[src/rtl/sio_irq_pkg.sv]
package sio_irq_pkg;
  localparam int NUM_SRC = 3;
  localparam int SRC_TX  = 0;
  localparam int SRC_RX  = 1;
  localparam int SRC_ERR = 2;
  localparam int ADDR_W  = 2;

  typedef enum logic [ADDR_W-1:0] {
    REG_STAT = 2'd0,
    REG_EN   = 2'd1,
    REG_PRIO = 2'd2,
    REG_NONE = 2'd3
  } reg_sel_e;
endpackage

[src/rtl/sio_irq_flag.sv]
module sio_irq_flag (
  input  logic clk,
  input  logic rst,
  input  logic set_i,
  input  logic clr_i,
  output logic flag_o
);
  // set takes precedence over a same-cycle clear
  always_ff @(posedge clk) begin
    if (rst)        flag_o <= 1'b0;
    else if (set_i) flag_o <= 1'b1;
    else if (clr_i) flag_o <= 1'b0;
  end
endmodule

[src/rtl/sio_irq_regs.sv]
module sio_irq_regs
  import sio_irq_pkg::*;
#(
  parameter int DATA_W = 8,
  parameter int PRIO_W = 2,
  parameter int NSRC   = NUM_SRC
) (
  input  logic              clk,
  input  logic              rst,
  input  logic              wr_i,
  input  logic [ADDR_W-1:0] addr_i,
  input  logic [DATA_W-1:0] wdata_i,
  input  logic [NSRC-1:0]   flags_i,
  output logic [NSRC-1:0]   en_o,
  output logic [PRIO_W-1:0] prio_o,
  output logic [NSRC-1:0]   clr_o,
  output logic [DATA_W-1:0] rdata_o
);
  localparam int PAD_SRC  = DATA_W - NSRC;
  localparam int PAD_PRIO = DATA_W - PRIO_W;

  reg_sel_e sel;
  logic [DATA_W-1:0] rd_mux;
  logic unused_wbits;

  assign sel = reg_sel_e'(addr_i);
  assign unused_wbits = ^wdata_i[DATA_W-1:NSRC];
  assign clr_o = (wr_i && sel == REG_STAT) ? wdata_i[NSRC-1:0] : '0;

  always_comb begin
    case (sel)
      REG_STAT: rd_mux = {{PAD_SRC{1'b0}}, flags_i};
      REG_EN:   rd_mux = {{PAD_SRC{1'b0}}, en_o};
      REG_PRIO: rd_mux = {{PAD_PRIO{1'b0}}, prio_o};
      default:  rd_mux = '0;
    endcase
  end

  always_ff @(posedge clk) begin
    if (rst) begin
      en_o    <= '0;
      prio_o  <= '0;
      rdata_o <= '0;
    end else begin
      rdata_o <= rd_mux;
      if (wr_i && sel == REG_EN)   en_o   <= wdata_i[NSRC-1:0];
      if (wr_i && sel == REG_PRIO) prio_o <= wdata_i[PRIO_W-1:0];
    end
  end
endmodule

[src/rtl/sio_irq_arb.sv]
module sio_irq_arb #(
  parameter int                     NSRC     = 3,
  parameter int                     PRIO_W   = 2,
  parameter int                     VEC_W    = 24,
  parameter logic [VEC_W-1:0]       VEC_BASE = 24'h000028,
  parameter int                     VEC_STEP = 2
) (
  input  logic              clk,
  input  logic              rst,
  input  logic [NSRC-1:0]   flags_i,
  input  logic [NSRC-1:0]   en_i,
  input  logic [PRIO_W-1:0] prio_i,
  input  logic [PRIO_W-1:0] mask_i,
  output logic              irq_o,
  output logic [VEC_W-1:0]  vec_o
);
  logic [NSRC-1:0]  pend;
  logic [VEC_W-1:0] vec_n;
  logic             irq_n;

  assign pend  = flags_i & en_i;
  assign irq_n = (|pend) && (prio_i > mask_i);

  // higher source index outranks lower; vector falls as rank rises
  always_comb begin
    vec_n = '0;
    for (int i = 0; i < NSRC; i++) begin
      if (pend[i]) vec_n = VEC_W'(VEC_BASE + VEC_W'(VEC_STEP * (NSRC - 1 - i)));
    end
  end

  always_ff @(posedge clk) begin
    if (rst) begin
      irq_o <= 1'b0;
      vec_o <= '0;
    end else begin
      irq_o <= irq_n;
      vec_o <= vec_n;
    end
  end
endmodule

[src/rtl/sio_irq_ctrl.sv]
module sio_irq_ctrl
  import sio_irq_pkg::*;
#(
  parameter int               DATA_W   = 8,
  parameter int               PRIO_W   = 2,
  parameter int               VEC_W    = 24,
  parameter logic [VEC_W-1:0] VEC_BASE = 24'h000028,
  parameter int               VEC_STEP = 2
) (
  input  logic              clk,
  input  logic              rst,
  input  logic              ev_tx_done,
  input  logic              ev_rx_done,
  input  logic              ev_overrun,
  input  logic              ev_framing,
  input  logic              ev_parity,
  input  logic              reg_wr,
  input  logic [ADDR_W-1:0] reg_addr,
  input  logic [DATA_W-1:0] reg_wdata,
  output logic [DATA_W-1:0] reg_rdata,
  input  logic [PRIO_W-1:0] cpu_mask,
  output logic              irq_req,
  output logic [VEC_W-1:0]  irq_vector
);
  logic [NUM_SRC-1:0] set_vec;
  logic [NUM_SRC-1:0] clr_vec;
  logic [NUM_SRC-1:0] flags_q;
  logic [NUM_SRC-1:0] en_q;
  logic [PRIO_W-1:0]  prio_q;

  assign set_vec[SRC_TX]  = ev_tx_done;
  assign set_vec[SRC_RX]  = ev_rx_done;
  assign set_vec[SRC_ERR] = ev_overrun | ev_framing | ev_parity;

  for (genvar g = 0; g < NUM_SRC; g++) begin : g_flag
    sio_irq_flag flag_i (
      .clk    (clk),
      .rst    (rst),
      .set_i  (set_vec[g]),
      .clr_i  (clr_vec[g]),
      .flag_o (flags_q[g])
    );
  end

  sio_irq_regs #(
    .DATA_W (DATA_W),
    .PRIO_W (PRIO_W),
    .NSRC   (NUM_SRC)
  ) regs_i (
    .clk     (clk),
    .rst     (rst),
    .wr_i    (reg_wr),
    .addr_i  (reg_addr),
    .wdata_i (reg_wdata),
    .flags_i (flags_q),
    .en_o    (en_q),
    .prio_o  (prio_q),
    .clr_o   (clr_vec),
    .rdata_o (reg_rdata)
  );

  sio_irq_arb #(
    .NSRC     (NUM_SRC),
    .PRIO_W   (PRIO_W),
    .VEC_W    (VEC_W),
    .VEC_BASE (VEC_BASE),
    .VEC_STEP (VEC_STEP)
  ) arb_i (
    .clk     (clk),
    .rst     (rst),
    .flags_i (flags_q),
    .en_i    (en_q),
    .prio_i  (prio_q),
    .mask_i  (cpu_mask),
    .irq_o   (irq_req),
    .vec_o   (irq_vector)
  );
endmodule

[config.mk]
export PLATFORM = sky130hd
export DESIGN_NAME = sio_irq_ctrl
export DESIGN_NICKNAME = d
export VERILOG_FILES = /design/src/rtl/sio_irq_pkg.sv /design/src/rtl/sio_irq_flag.sv /design/src/rtl/sio_irq_regs.sv /design/src/rtl/sio_irq_arb.sv /design/src/rtl/sio_irq_ctrl.sv
export SDC_FILE = /design/constraint.sdc
export NUM_CORES = 1
export LEC_CHECK = 0
export BUFFER_PORTS_ARGS = -buffer_cell sky130_fd_sc_hd__buf_2
export CAP_MARGIN = 10
export CORE_ASPECT_RATIO = 1.2
export CORE_MARGIN = 8
export CORE_UTILIZATION = 39
export DETAILED_ROUTE_END_ITERATION = 8
export PLACE_DENSITY = 0.74
export SYNTH_ARGS = -nofsm -noshare
export SYNTH_HDL_FRONTEND = slang
export SYNTH_SLANG_ARGS = --single-unit
[constraint.sdc]
create_clock -name clk -period 2.2 [get_ports clk]
set_input_delay 0.11 -clock clk [delete_from_list [all_inputs] [get_ports clk]]
set_output_delay 0.11 -clock clk [all_outputs]
set_load 0.1 [all_outputs]
Word level (Yosys, flattened, before mapping)
Cells that the tools add are included.
- word-level logic and storage cells: 38
- memory bits (read-only): 0
- output and inout port bits: 33
- input bits: 20
- bits in writable memories: 0
- memories: 0
- bits in latches: 0
- register bits after elaboration: 41
- div/mod/pow operators: 0
- equality and inequality tests: 2
- order comparisons: 1
- add/sub/neg operators: 0
- reductions and logical operators: 11
- bitwise operators: 3
- shift operators: 0
- muxes and demuxes: 11
- multipliers: 0
- operators with widths (cell ; count):
    two-way mux 6 bit ; 3
    one-hot mux 3 bit (3 select lines) ; 1
    two-way mux 1 bit ; 6
    nonzero test 2 bit ; 3
    OR reduction 3 bit ; 2
    logical AND 1 bit ; 4
    AND 3 bit ; 1
    two-way mux 3 bit ; 1
    == test 2 x 1 -> 1 bit (second input constant) ; 1
    == test 2 bit (second input constant) ; 1
    greater-than comparator 2 bit ; 1
    zero test 2 bit ; 1
    OR 1 bit ; 2
    OR reduction 2 bit ; 1

Depth between registers and ports, before layout
- depth in word-level cells: 5
- depth in mapped cells: 4
- depth with buffers taken out: 4

Modules after synthesis
A second synthesis with hierarchy kept.
- cell total of the unflattened synthesis: 96
- area, all modules: 887.1 um^2
- by module, submodules not included (module ; sequential area each (um^2) ; times used ; area each (um^2) ; cells each):
    sio_irq_regs ; 160.2 ; 1 ; 426.7 ; 43
    sio_irq_arb ; 80.1 ; 1 ; 337.8 ; 40
    sio_irq_flag ; 20.0 ; 3 ; 38.8 ; 4
    sio_irq_ctrl ; 0.0 ; 1 ; 6.3 ; 1

Least setup slack after synthesis
Ideal clock, no wire load.
- kind: reg2out
- start: register arb_i.vec_o[3] (netlist name)
- end: output port irq_vector[5]
- stages on the path, launching flop included: 2
- path buffers: 1
- arrival time: 1356 ps
- required time: 2090 ps
- slack: 734 ps
- path through: dfxtp_1 buf_4
- RTL lines (what ; RTL line ; source):
    to (decl) ; sio_irq_ctrl.sv:23 ; output logic [VEC_W-1:0] irq_vector

==> run_results.csv <==
group,metric,value,unit
run_status,status,"completed",
yosys,ys_seq_elements,15,
pwr,leakagePower,0.000445,uW
drt,ant_nets,0,
worst_setup_path,critPathLaunchType,"flip-flop",
pwr,intPower,381,uW
yosys,synthCells,91,
cells_and_area,layout-drive-gt1-share,24.1,%
timing,maxSlewViolCount,0,
cells_and_area,diodes,0,
die,row_count,18,
drt,wl_per_cell,11.4,um
yosys,yosysUniqueCellTypes,27,
timing,skew,1.06,ps
yosys,synth_top_area_share,34.8,%
yosys,synth_top_flop_cell,"dfxtp_1",
yosys,synthArstFlopShare,0,%
yosys,yosys_warnings,0,
global_route,grt_pass1_wl,2600,um
timing,tightest_slew,535,ps
pwr,seqPwrFrac,40.8,%
pwr,vdd_drop_max,0.451,mV
cts,insertion_delay,280,ps
die,die_area,3980,um^2
yosys,yosysSeqAreaShare,34.8,%
worst_setup_path,regToRegSetupSlack,1110,ps
cells_and_area,design_area,910,um^2
min_path,hold_class,"in2reg",
cts,cts_made_buffers,3,
worst_setup_path,crit_family,"buffers and inverters",
die,fp.dieW,58.9,um
worst_setup_path,crit_buf_inv,1,
yosys,synth.most_common_cell,"buf_4",
yosys,synth_area_leaders,"dfxtp_1 (35%), buf_4 (23%), mux2i_1 (9.3%)",
die,initial_core_util,41.6,%
pwr,combPwrFrac,37.7,%
placement,gp_congestion,0.719,
global_route,grt_usage,8.34,%
timing,tns,0,ps
worst_setup_path,cp_max_fo,2,
worst_setup_path,r2r-end,"arb_i.vec_o[3]",
worst_setup_path,slowest_stage,"buf_2",
worst_setup_path,cp-end-kind,"output port",
yosys,ys_top_cells_by_count,"buf_4 (26), dfxtp_1 (15), nand2b_1 (9)",
global_route,overflow,0,
global_route,grt_max_degree,18,
timing,rsz0062_at_grt,"false",
placement,dp_hpwl,1370,um
placement,numPortBuffers,22,
placement,dpl_cell_area,883,um^2
min_path,min_to,"g_flag[1].flag_i.flag_o",
cts,cts-resized-gates,0,
pwr,pwr_density_cell,779,nW/um^2
cts,cts.sinks,15,
global_route,antenna_found_initial,0,
timing,fin_crit_sh,51.6,%
die,io_pins,53,
timing,relSlewSlack,64.3,%
timing,hold_viol,0,
drt,viasPerCell,4.13,
cells_and_area,areaGrowthSynthToFinish,5.52,%
pwr,power.net_switching,327,uW
worst_setup_path,ff2ff_path_depth,2,
worst_setup_path,required,2090,ps
drt,dr.pass1.iters,4,
run,maxCapViolations,0,
worst_setup_path,arrival,1020,ps
pwr,netSwitchingFraction,46.2,%
cts,clockRootBuffer,"clkbuf_4",
drt,wirelength,1620,um
cts,clk_path_buf_depth,2,
die,die_h,67.5,um
yosys,synth_edf_count,0,
timing,holdWs,26.1,ps
min_path,hold_path_depth,2,
die,core_area,2070,um^2
worst_setup_path,r2r_start,"g_flag[1].flag_i.flag_o",
drt,drtIter0Drc,6,
timing,setup_viol,0,
cts,path_clk_slew,80,ps
global_route,grt_pass1_vias,638,
pwr,fin_total_pwr,709,uW
yosys,syn_area_per_cell,9.47,um^2
worst_setup_path,worstPathCellList,"buf_2",
cts,htree_levels,1,
yosys,synth_area,862,um^2
yosys,yosys.area.top_type,"dfxtp_1",
pwr,p_clk_share,21.5,%
cts,post_cts_buffers,0,
drt,num_vias,586,
cts,cts_tree,"done",
min_path,worstHoldStart,"reg_wdata[1]",
cells_and_area,nets,135,
timing,fmax,0.882,GHz
timing,fin_crit,1130,ps
worst_setup_path,max_stage_delay,420,ps
drt,drc,0,
worst_setup_path,path_class,"reg2out",
cts,ctsHoldBuffers,0,
registers in the layout, summed over array words and instances, names as in the netlist:
| name | count |
|---|---|
| arb_i.vec_o | 3 |
| arb_i.irq_o | 1 |
| regs_i.rdata_o | 3 |
| regs_i.prio_o | 2 |
| g_flag.flag_i.flag_o | 3 |
| regs_i.en_o | 3 |
placed cells by master, fill, tap and decap left out, drive strengths merged:
cell type,count
nor4,1
or2b,1
nor3b,1
ha,2
inv,5
a211oi,2
nand2b,9
nor3,1
buf,22
a21o,1
nor4b,1
o32ai,2
a21oi,1
nor2,3
clkbuf,4
nor2b,1
conb,25
and4,1
dfxtp,15
mux2i,8
a311oi,2
and3b,2
nand2,1
a222oi,1
worst max path at each step:
| stage | start | cells past startpoint | endpoint | slack (ps) |
|---|---|---|---|---|
| CTS | arb_i.vec_o[3] | 1 | irq_vector[5] | 1050 |
| global route | arb_i.vec_o[3] | 1 | irq_vector[5] | 1020 |
| detailed placement | g_flag[1].flag_i.flag_o | 2 | arb_i.vec_o[3] | 1100 |
| finish | arb_i.vec_o[3] | 1 | irq_vector[5] | 1070 |
| global placement | g_flag[1].flag_i.flag_o | 2 | arb_i.vec_o[3] | 1160 |
| floorplan | arb_i.vec_o[3] | 1 | irq_vector[5] | 730 |
routing by layer:
| layer | wire [um] | share of wire [%] | vias up | global-route usage [%] |
|---|---|---|---|---|
| li1 | - | - | 298 | - |
| met1 | 759 | 47 | 253 | 9.35 |
| met2 | 694 | 43 | 35 | 12.6 |
| met3 | 163 | 10 | 0 | 4.94 |
| met4 | 0 | 0 | 0 | 3.59 |
| met5 | 0 | 0 | - | 0 |
power groups by stage:
| stage | combinational, uW | sequential, uW | clock [uW] |
|---|---|---|---|
| floorplan | 258 | 314 | 0 |
| global placement | 263 | 295 | 0 |
| detailed placement | 265 | 295 | 0 |
| CTS | 265 | 289 | 157 |
| global route | 278 | 290 | 169 |
| finish | 267 | 289 | 152 |
kinds of logic (layout without fill, tap and decap cells):
logic type | Yosys count | in the layout | share of synthesized area [%]
buffers and inverters | 34 | 31 | 27.3
adder cells (fa/ha/maj) | 2 | 2 | 2.90
other | 1 | 25 | 0.435
AND/OR/NAND/NOR | 22 | 22 | 16.3
flip-flops | 15 | 15 | 34.8
multiplexers | 8 | 8 | 9.29
AO/OA/AOI/OAI | 9 | 9 | 9.00
per-stage QoR:
step	std cells	util [%]	setup WS, ps
after floorplan	115	-	734
after global placement	138	42.6	1160
after detailed placement	138	42.6	1100
after CTS	142	43.9	1050
after global routing	142	43.9	1020
final	142	43.9	1070
area by class of cell:
| type | instances | area (um^2) |
|---|---|---|
| Sequential cell | 15 | 300 |
| Clock buffer | 4 | 26.3 |
| Timing Repair Buffer | 22 | 110 |
| Inverter | 5 | 18.8 |
| Multi-Input combinational cell | 66 | 417 |
| Tap cell | 30 | 37.5 |
| Fill cell | 220 | 1160 |
Power figures use the tool's default switching activity.
